`config.mk`:
```
export PLATFORM = sky130hd
export DESIGN_NAME = dma_regport
export DESIGN_NICKNAME = d
export VERILOG_FILES = /design/src/rtl/dma_regport_pkg.sv /design/src/rtl/dma_regport_decode.sv /design/src/rtl/dma_regport_ctrl.sv /design/src/rtl/dma_regport_chan.sv /design/src/rtl/dma_regport.sv
export SDC_FILE = /design/constraint.sdc
export NUM_CORES = 1
export LEC_CHECK = 0
export ABC_AREA = 0
export BUFFER_PORTS_ARGS = -buffer_cell sky130_fd_sc_hd__buf_2
export CAP_MARGIN = 20
export CORE_UTILIZATION = 51
export DETAILED_ROUTE_END_ITERATION = 10
export HOLD_SLACK_MARGIN = 0.02
export PLACE_DENSITY = 0.78
export SKIP_LAST_GASP = 1
export SYNTH_ARGS = -nofsm -noshare
export SYNTH_HDL_FRONTEND = slang
export SYNTH_HIERARCHICAL = 1
export SYNTH_SLANG_ARGS = --single-unit
```
`constraint.sdc`:
```
create_clock -name clk_i -period 3.12 [get_ports clk_i]
set_input_delay 0.936 -clock clk_i [delete_from_list [all_inputs] [get_ports clk_i]]
set_output_delay 0.936 -clock clk_i [all_outputs]
set_load 0.02 [all_outputs]
```
`src/rtl/dma_regport_pkg.sv`:
```
package dma_regport_pkg;
  localparam int NUM_CH  = 4;
  localparam int CH_W    = $clog2(NUM_CH);
  localparam int ADDR_W  = CH_W + 2;
  localparam int DATA_W  = 8;
  localparam int REG_W   = 2 * DATA_W;
  localparam int MODE_W  = DATA_W - CH_W;
  localparam int STAT_W  = 2 * NUM_CH;

  // codes within the control region (addr msb = 1)
  localparam logic [ADDR_W-2:0] OP_CMD_STAT = 3'd0;
  localparam logic [ADDR_W-2:0] OP_REQ      = 3'd1;
  localparam logic [ADDR_W-2:0] OP_MASK1    = 3'd2;
  localparam logic [ADDR_W-2:0] OP_MODE     = 3'd3;
  localparam logic [ADDR_W-2:0] OP_PTR_CLR  = 3'd4;
  localparam logic [ADDR_W-2:0] OP_MCLR     = 3'd5;
  localparam logic [ADDR_W-2:0] OP_MASK_ALL = 3'd6;

  typedef struct packed {
    logic            chan_wr;
    logic            chan_rd;
    logic [CH_W-1:0] ch;
    logic            is_cnt;
    logic            cmd_wr;
    logic            stat_rd;
    logic            req_wr;
    logic            mask_wr;
    logic            mode_wr;
    logic            ptr_clr;
    logic            mclr;
    logic            mask_all;
  } dec_t;
endpackage

```
`src/rtl/dma_regport_decode.sv`:
```
module dma_regport_decode
  import dma_regport_pkg::*;
(
  input  logic              cs_i,
  input  logic              rd_i,
  input  logic              wr_i,
  input  logic [ADDR_W-1:0] addr_i,
  output dec_t              dec_o
);
  logic acc;
  assign acc = cs_i & (rd_i ^ wr_i);

  always_comb begin
    dec_o = '0;
    if (acc) begin
      if (!addr_i[ADDR_W-1]) begin
        dec_o.ch      = addr_i[CH_W:1];
        dec_o.is_cnt  = addr_i[0];
        dec_o.chan_wr = wr_i;
        dec_o.chan_rd = rd_i;
      end else begin
        unique case (addr_i[ADDR_W-2:0])
          OP_CMD_STAT: begin
            dec_o.cmd_wr  = wr_i;
            dec_o.stat_rd = rd_i;
          end
          OP_REQ:      dec_o.req_wr   = wr_i;
          OP_MASK1:    dec_o.mask_wr  = wr_i;
          OP_MODE:     dec_o.mode_wr  = wr_i;
          OP_PTR_CLR:  dec_o.ptr_clr  = wr_i;
          OP_MCLR:     dec_o.mclr     = wr_i;
          OP_MASK_ALL: dec_o.mask_all = wr_i;
          default: ;
        endcase
      end
    end
  end
endmodule

```
`src/rtl/dma_regport_ctrl.sv`:
```
module dma_regport_ctrl
  import dma_regport_pkg::*;
(
  input  logic                          clk_i,
  input  logic                          rst_ni,
  input  dec_t                          dec_i,
  input  logic [DATA_W-1:0]             wdata_i,
  input  logic [NUM_CH-1:0]             tc_i,
  output logic                          ptr_o,
  output logic [NUM_CH-1:0]             mask_o,
  output logic [NUM_CH-1:0]             sreq_o,
  output logic [NUM_CH-1:0][MODE_W-1:0] mode_o,
  output logic [DATA_W-1:0]             cmd_o,
  output logic [NUM_CH-1:0]             tc_o
);
  logic                          ptr_q;
  logic [NUM_CH-1:0]             mask_q, sreq_q, tc_q;
  logic [NUM_CH-1:0][MODE_W-1:0] mode_q;
  logic [DATA_W-1:0]             cmd_q;
  logic [CH_W-1:0]               sel;

  assign sel = wdata_i[CH_W-1:0];

  always_ff @(posedge clk_i or negedge rst_ni) begin
    if (!rst_ni) begin
      ptr_q  <= 1'b0;
      mask_q <= '1;
      sreq_q <= '0;
      mode_q <= '0;
      cmd_q  <= '0;
      tc_q   <= '0;
    end else begin
      if (dec_i.chan_wr || dec_i.chan_rd) ptr_q <= ~ptr_q;
      if (dec_i.ptr_clr) ptr_q <= 1'b0;
      if (dec_i.cmd_wr) cmd_q <= wdata_i;
      if (dec_i.req_wr) sreq_q[sel] <= wdata_i[CH_W];
      if (dec_i.mask_wr) mask_q[sel] <= wdata_i[CH_W];
      if (dec_i.mask_all) mask_q <= wdata_i[NUM_CH-1:0];
      if (dec_i.mode_wr) mode_q[sel] <= wdata_i[DATA_W-1:CH_W];
      // a flag raised in the reading cycle survives the read
      tc_q <= (dec_i.stat_rd ? '0 : tc_q) | tc_i;
      if (dec_i.mclr) begin
        ptr_q  <= 1'b0;
        mask_q <= '1;
        sreq_q <= '0;
        cmd_q  <= '0;
        tc_q   <= '0;
      end
    end
  end

  assign ptr_o  = ptr_q;
  assign mask_o = mask_q;
  assign sreq_o = sreq_q;
  assign mode_o = mode_q;
  assign cmd_o  = cmd_q;
  assign tc_o   = tc_q;


  ptr_toggle_chk: assert property (@(posedge clk_i) disable iff (!rst_ni)
    (dec_i.chan_wr || dec_i.chan_rd) |=> ptr_q != $past(ptr_q));

  mclr_state_chk: assert property (@(posedge clk_i) disable iff (!rst_ni)
    dec_i.mclr |=> (&mask_q) && (sreq_q == '0) && (cmd_q == '0) && !ptr_q);

  tc_clear_chk: assert property (@(posedge clk_i) disable iff (!rst_ni)
    (dec_i.stat_rd && !dec_i.mclr) |=> tc_q == $past(tc_i));
endmodule

```
`src/rtl/dma_regport_chan.sv`:
```
module dma_regport_chan
  import dma_regport_pkg::*;
(
  input  logic              clk_i,
  input  logic              rst_ni,
  input  logic              wr_addr_i,
  input  logic              wr_cnt_i,
  input  logic              hi_i,
  input  logic [DATA_W-1:0] wdata_i,
  input  logic              upd_i,
  input  logic [REG_W-1:0]  upd_addr_i,
  input  logic [REG_W-1:0]  upd_cnt_i,
  input  logic              reload_i,
  output logic [REG_W-1:0]  cur_addr_o,
  output logic [REG_W-1:0]  cur_cnt_o,
  output logic              load_o
);
  logic [REG_W-1:0] base_addr_q, base_cnt_q, cur_addr_q, cur_cnt_q;
  logic [REG_W-1:0] base_addr_d, base_cnt_d;
  logic             load_q;

  function automatic logic [REG_W-1:0] put_byte(input logic [REG_W-1:0] v,
                                                input logic hi,
                                                input logic [DATA_W-1:0] b);
    logic [REG_W-1:0] r;
    r = v;
    if (hi) r[REG_W-1:DATA_W] = b;
    else    r[DATA_W-1:0]     = b;
    return r;
  endfunction

  assign base_addr_d = wr_addr_i ? put_byte(base_addr_q, hi_i, wdata_i) : base_addr_q;
  assign base_cnt_d  = wr_cnt_i  ? put_byte(base_cnt_q,  hi_i, wdata_i) : base_cnt_q;

  always_ff @(posedge clk_i or negedge rst_ni) begin
    if (!rst_ni) begin
      base_addr_q <= '0;
      base_cnt_q  <= '0;
      cur_addr_q  <= '0;
      cur_cnt_q   <= '0;
      load_q      <= 1'b0;
    end else begin
      base_addr_q <= base_addr_d;
      base_cnt_q  <= base_cnt_d;
      load_q      <= wr_addr_i | wr_cnt_i;
      // host write > restore > engine write-back
      if (wr_addr_i)     cur_addr_q <= base_addr_d;
      else if (reload_i) cur_addr_q <= base_addr_q;
      else if (upd_i)    cur_addr_q <= upd_addr_i;
      if (wr_cnt_i)      cur_cnt_q  <= base_cnt_d;
      else if (reload_i) cur_cnt_q  <= base_cnt_q;
      else if (upd_i)    cur_cnt_q  <= upd_cnt_i;
    end
  end

  assign cur_addr_o = cur_addr_q;
  assign cur_cnt_o  = cur_cnt_q;
  assign load_o     = load_q;


  base_hold_chk: assert property (@(posedge clk_i) disable iff (!rst_ni)
    (!wr_addr_i && !wr_cnt_i) |=> base_addr_q == $past(base_addr_q) && base_cnt_q == $past(base_cnt_q));

  reload_chk: assert property (@(posedge clk_i) disable iff (!rst_ni)
    (reload_i && !wr_addr_i && !wr_cnt_i) |=> cur_addr_q == $past(base_addr_q) && cur_cnt_q == $past(base_cnt_q));

  write_mirror_chk: assert property (@(posedge clk_i) disable iff (!rst_ni)
    wr_addr_i |=> cur_addr_q == base_addr_q);
endmodule

```
`src/rtl/dma_regport.sv`:
```
module dma_regport
  import dma_regport_pkg::*;
(
  input  logic                       clk_i,
  input  logic                       rst_ni,
  input  logic                       cs_i,
  input  logic                       rd_i,
  input  logic                       wr_i,
  input  logic [ADDR_W-1:0]          addr_i,
  input  logic [DATA_W-1:0]          wdata_i,
  output logic [DATA_W-1:0]          rdata_o,
  input  logic [NUM_CH-1:0]          upd_i,
  input  logic [NUM_CH*REG_W-1:0]    upd_addr_i,
  input  logic [NUM_CH*REG_W-1:0]    upd_cnt_i,
  input  logic [NUM_CH-1:0]          reload_i,
  input  logic [NUM_CH-1:0]          tc_i,
  input  logic [NUM_CH-1:0]          dreq_i,
  output logic [NUM_CH*REG_W-1:0]    cur_addr_o,
  output logic [NUM_CH*REG_W-1:0]    cur_cnt_o,
  output logic [NUM_CH-1:0]          load_o,
  output logic [NUM_CH*MODE_W-1:0]   mode_o,
  output logic [NUM_CH-1:0]          mask_o,
  output logic [NUM_CH-1:0]          sreq_o,
  output logic [DATA_W-1:0]          cmd_o
);
  dec_t                          dec;
  logic                          ptr;
  logic [NUM_CH-1:0]             tc, sreq;
  logic [NUM_CH-1:0][MODE_W-1:0] mode;
  logic [NUM_CH-1:0][REG_W-1:0]  cur_a, cur_c;
  logic [REG_W-1:0]              rsel;

  dma_regport_decode u_decode (
    .cs_i   (cs_i),
    .rd_i   (rd_i),
    .wr_i   (wr_i),
    .addr_i (addr_i),
    .dec_o  (dec)
  );

  dma_regport_ctrl u_ctrl (
    .clk_i   (clk_i),
    .rst_ni  (rst_ni),
    .dec_i   (dec),
    .wdata_i (wdata_i),
    .tc_i    (tc_i),
    .ptr_o   (ptr),
    .mask_o  (mask_o),
    .sreq_o  (sreq),
    .mode_o  (mode),
    .cmd_o   (cmd_o),
    .tc_o    (tc)
  );

  for (genvar g = 0; g < NUM_CH; g++) begin : g_chan
    logic hit;
    assign hit = dec.chan_wr && (dec.ch == CH_W'(g));
    dma_regport_chan u_chan (
      .clk_i      (clk_i),
      .rst_ni     (rst_ni),
      .wr_addr_i  (hit && !dec.is_cnt),
      .wr_cnt_i   (hit && dec.is_cnt),
      .hi_i       (ptr),
      .wdata_i    (wdata_i),
      .upd_i      (upd_i[g]),
      .upd_addr_i (upd_addr_i[g*REG_W +: REG_W]),
      .upd_cnt_i  (upd_cnt_i[g*REG_W +: REG_W]),
      .reload_i   (reload_i[g]),
      .cur_addr_o (cur_a[g]),
      .cur_cnt_o  (cur_c[g]),
      .load_o     (load_o[g])
    );
  end

  assign rsel = dec.is_cnt ? cur_c[dec.ch] : cur_a[dec.ch];

  always_comb begin
    rdata_o = '0;
    if (dec.chan_rd)      rdata_o = ptr ? rsel[REG_W-1:DATA_W] : rsel[DATA_W-1:0];
    else if (dec.stat_rd) rdata_o = {sreq | dreq_i, tc};
  end

  assign cur_addr_o = cur_a;
  assign cur_cnt_o  = cur_c;
  assign mode_o     = mode;
  assign sreq_o     = sreq;


  load_onehot_chk: assert property (@(posedge clk_i) disable iff (!rst_ni) $onehot0(load_o));

  idle_ptr_chk: assert property (@(posedge clk_i) disable iff (!rst_ni)
    !cs_i |=> ptr == $past(ptr));

  idle_load_chk: assert property (@(posedge clk_i) disable iff (!rst_ni)
    (rd_i == wr_i) |=> load_o == '0);
endmodule

```
### Yosys cells after proc, flatten, opt, wreduce, memory -nomap -nowiden

Cells that the tools add are included.

* order comparisons: 3
* eq/ne operators: 9
* muxes and demuxes: 85
* bitwise logic cells: 9
* reduce and logical (&&, ||, !) cells: 29

Operator list (number)
* $mux W16: 35
* $mux W8: 22
* $bmux W16 S2: 2
* $reduce_bool A3 Y1: 10
* $mux W4: 7
* $bwmux W24: 1
* $logic_and A1 B1 Y1: 13
* $mux W13: 1
* $demux W6 S2: 1
* $mux W1: 10
* $eq A3 B3 Y1 const B: 3
* $bwmux W4: 2
* $or A4 B4 Y4: 2
* $eq A3 B2 Y1 const B: 2
* $lt A2 B3 Y1 const B: 2
* $mux W6: 1
* $mux W5: 1
* $eq A2 B2 Y1 const B: 2
* $or A1 B1 Y1: 4
* $reduce_bool A2 Y1: 2
* $eq A3 B1 Y1 const B: 1
* $logic_not A3 Y1: 1
* $demux W1 S2: 1
* $eq A2 B1 Y1 const B: 1
* other kinds (8): 8

* flip-flop bits (word level): 305
* input bits: 161
* output and inout bits: 180
* word-level logic and storage cells: 164

### Longest topological paths before layout

* depth in word-level cells: 9
* depth in mapped cells: 12
* depth with buffers taken out: 7

### By module

The synthesis kept the hierarchy.

Modules (own cells, without submodules)
* dma_regport_chan: instances 4, cells an instance 279, area an instance 3432.0 sq um, seq. area each 1626.6 sq um
* dma_regport_ctrl: instances 1, cells an instance 141, area an instance 1863.0 sq um, seq. area each 1131.1 sq um
* dma_regport: instances 1, cells an instance 145, area an instance 1316.3 sq um, seq. area each 0.0 sq um
* dma_regport_decode: instances 1, cells an instance 24, area an instance 155.1 sq um, seq. area each 0.0 sq um

### Worst setup path before layout

OpenSTA, ideal clock, no wires.

* path type: input-to-output
* start: in rd_i
* end: out rdata_o[4]
* arrival: 2.489 ns
* data required time: 2.184 ns
* path slack: -0.305 ns
* stages on the path: 7
* buffers on the path: 2
* cell sequence: xor2_1 and3_1 buf_6 buf_4 or2_2 o221a_2 o221ai_1

RTL lines
* start: declaration: RTL line dma_regport.sv:7 `input logic rd_i,`
* end: declaration: RTL line dma_regport.sv:11 `output logic [DATA_W-1:0] rdata_o,`

==> impl_results.md <==
* Max Clock Skew at 0.0143 ns
* Max incr delay on CP at 0.35 ns
* Final Slew Violations at 0
* Nets at 1972
* ANT nets after route at 0
* CP max-delay cell: a221o_1
* FF-to-FF setup slack at 0.49 ns
* Drt pass-1 iters at 5
* CP Class: input pin to output pin
* CP Data Arrival Time at 2.81 ns
* Placed Cells at 2203
* Max_cap viols at 0
* Sequential area share after synthesis at 44.8%
* CP max FO at 6
* Final WS setup at -0.629 ns
* Die Area at 0.0342 mm²
* Synth Area in Adders at 0%
* Unrepaired setup endpoints after global routing: true
* Site Rows at 66
* FF+latch count, synth at 305
* Avg Cell Area, Syn at 12.0 µm²
* Final Cycle Share at 120%
* Max Clock Freq at 0.267 GHz
* Leading area contributor after synthesis: dfrtp_1
* Number of synthesized flops with an enable pin at 0
* Final HPWL DP at 41900 µm
* Boundary Pins at 341
* Failing checks: setup timing
* Vias in the first global route at 13300
* Final cell count without fillers at 2280
* Layout cells sized above 1 at 49.0%
* Lkg Pwr at 10.3 nW
* Synth top area cells: dfrtp_1 44%, mux2_2 19%, mux2i_1 9.4%
* Die width at 185 µm
* Final core occ at 64.6%
* Area growth from synthesis to layout at 23.8%
* Status: finished, violations left
* Ys Warns at 6
* Worst Max-Slew Pin Slew at 1.05 ns
* Crit. Startpoint: wr_i
* Type of the worst min-delay path: input pin to asynchronous set/reset pin
* Clock sink total at 305
* Final instance area at 0.0211 mm²
* Mux contribution to synthesized area at 30.9%
* Buffers added on ports at 340
* DRT iter0 DRCs at 1213
* Post-Synthesis Cell Area at 0.0171 mm²
* Total gr overflow at 0
* Final Hold Viols at 0
* CP Capture Type: output pin
* DRC at 0
* First-pass GRT wire length at 83400 µm
* Total wire length at 56800 µm
* Routability cong. at 0.948
* Most used DFF post-synth: dfrtp_1
* Crit path buffers/inverters at 4
* Peak VDD IR at 0.402 mV
* Initial antenna violation count at 6
* Clock-pin slew on the worst setup and hold paths at 0.06 ns
* Simple-gate share of the synthesized area at 7.49%
* CTS tree: yes
* WL/cell at 24.9 µm
* Gate count of the mapped netlist at 1426
* Complex-gate fraction of the synthesized area at 11.6%
* All-Layer GR Usage at 32.9%
* CORE AREA at 0.0327 mm²
* Netlist cell types at 59
* Worst r2r dst: g_chan[0].u_chan/cur_cnt_o[14]$_DFFE_PN0P_
* Worst path cell trace: buf_8 -> xor2_4 -> buf_6 -> and3_4 -> buf_12 -> mux2_4 -> o221ai_2 -> o221ai_2 -> a221o_1 -> buf_6
* Clk root buf: clkbuf_16
* Die height at 185 µm
* Via count at 13900
* R2R cell count at 6
* Longest Clk Path Bufs at 3
* Largest net degree at the start of global routing at 98
* Worst-skew pair later-pin latency at 0.57 ns
* XOR/XNOR Fraction of Synth Area at 0.103%
* Worst slack, placed at -0.693 ns
* Cell Area, Placed at 0.0195 mm²
* Clock buffer count from CTS at 31
* Async SR Flop Fraction at 100%
* CP top delay family: compound AO/OA/AOI/OAI gates
* Crit path launch type: input pin
* Synth Net Count at 1587
* H-tree Lvls at 1
* Min cycle time layout at 3.75 ns
* Worst r2r src: u_ctrl/ptr_o$_DFFE_PN0P_
* PD cells at 565 mW/mm²
* Main combinational cell family by area after synthesis: multiplexers
* Starting Density at 52.2%
* Drt via density at 6.09
* # hold bufs at CTS at 0
* Worst slew margin at 30.2%
* Crit path required time at 2.18 ns
* Share of the synthesized area in the top cell type at 44.1%
* Final setup vio count at 8
[worst register-to-register path, stage by stage (launching register included)]
cell	delay (ns)
dfrtp_4	0.45
buf_4	0.51
buf_4	0.78
nand2_2	0.37
buf_4	0.25
o32ai_2	0.11
nor2_1	0.06
[worst max path at each step]
stage                     depth (start not counted)         end
after floorplan                                   7  rdata_o[6]
after global placement                            8  rdata_o[5]
after detailed placement                          8  rdata_o[5]
after CTS                                         9  rdata_o[5]
after global routing                             10  rdata_o[0]
final                                            10  rdata_o[0]
[cells by family (layout without fill, tap and decap cells)]
logic type	after synthesis	in the layout
mux	468	468
buf+inv	121	529
compound gates	305	305
flops	305	305
other cells	0	4
xor+xnor	2	2
simple gates	225	225
[sequential cells by signal, summed over array words and instances (netlist names)]
signal / flops
g_chan.u_chan/base_addr_q: 64
g_chan.u_chan/base_cnt_q: 64
g_chan.u_chan/cur_addr_o: 64
g_chan.u_chan/cur_cnt_o: 64
u_ctrl/mode_o: 24
u_ctrl/cmd_o: 8
g_chan.u_chan/load_o: 4
u_ctrl/mask_o: 4
u_ctrl/sreq_o: 4
u_ctrl/tc_o: 4
u_ctrl/ptr_o: 1
[cells in the mapped netlist, types with 20 or more instances]
| master | n |
|---|---|
| buf_6 | 24 |
| o21ai_0 | 96 |
| buf_2 | 37 |
| nand2b_1 | 111 |
| nand2_1 | 20 |
| mux2_2 | 288 |
| mux2i_1 | 160 |
| o211ai_1 | 125 |
| o21ai_1 | 32 |
| dfrtp_1 | 301 |
| clkbuf_1 | 31 |
| nor2_1 | 40 |
[metal layers]
layer	share of wire, %	track usage [%]	routed length (µm)
met4	4.0	12.5	2300
met1	41	44.7	23500
met2	48	53.5	27100
met5	0	0	0
met3	6.8	4.36	3840
[cell type report]
cell class | instances | area, µm²
Fill cell | 2552 | 11600
Clock buffer | 43 | 921
Inverter | 4 | 17.5
Timing Repair Buffer | 469 | 3030
Sequential cell | 305 | 7640
Tap cell | 442 | 553
Multi-Input combinational cell | 1000 | 8720
Antenna cell | 4 | 10.0
Clock inverter | 13 | 221
[cell usage in the layout (no fill, tap or decap), drive strengths merged, types with 17 or more instances in the layout]
cell type    n
o21ai      128
dfrtp      301
buf        469
nor2        40
mux2       294
a21oi       17
o211ai     125
nand2       30
clkbuf      43
nand2b     111
mux2i      160
[per-stage QoR]
stage | hold slack [ns] | TNS (ns) | power [mW]
global route | 0.417 | -5.04 | 12.3
floorplan | 0.472 | -1.73 | 6.63
finish | 0.374 | -4.78 | 11.9
CTS | 0.405 | -4.48 | 11.9
detailed placement | 0.467 | -7.09 | 7.70
global placement | 0.459 | -6.47 | 7.61
[power breakdown]
group / leakage [nW] / switching, mW / internal [mW]
logic: 5.66 / 1.73 / 1.16
clock network: 0.565 / 1.60 / 2.54
registers: 4.07 / 0.533 / 4.36
total: 10.3 / 3.86 / 8.06
[timing repair]
item / CTS / global route
gates resized for setup: 50 / 25
gates cloned: 4 / 0
setup buffers: 10 / 5
pin swaps: 13 / 12
setup endpoints to repair: 8 / 8
(Power assumes the default switching activity.)
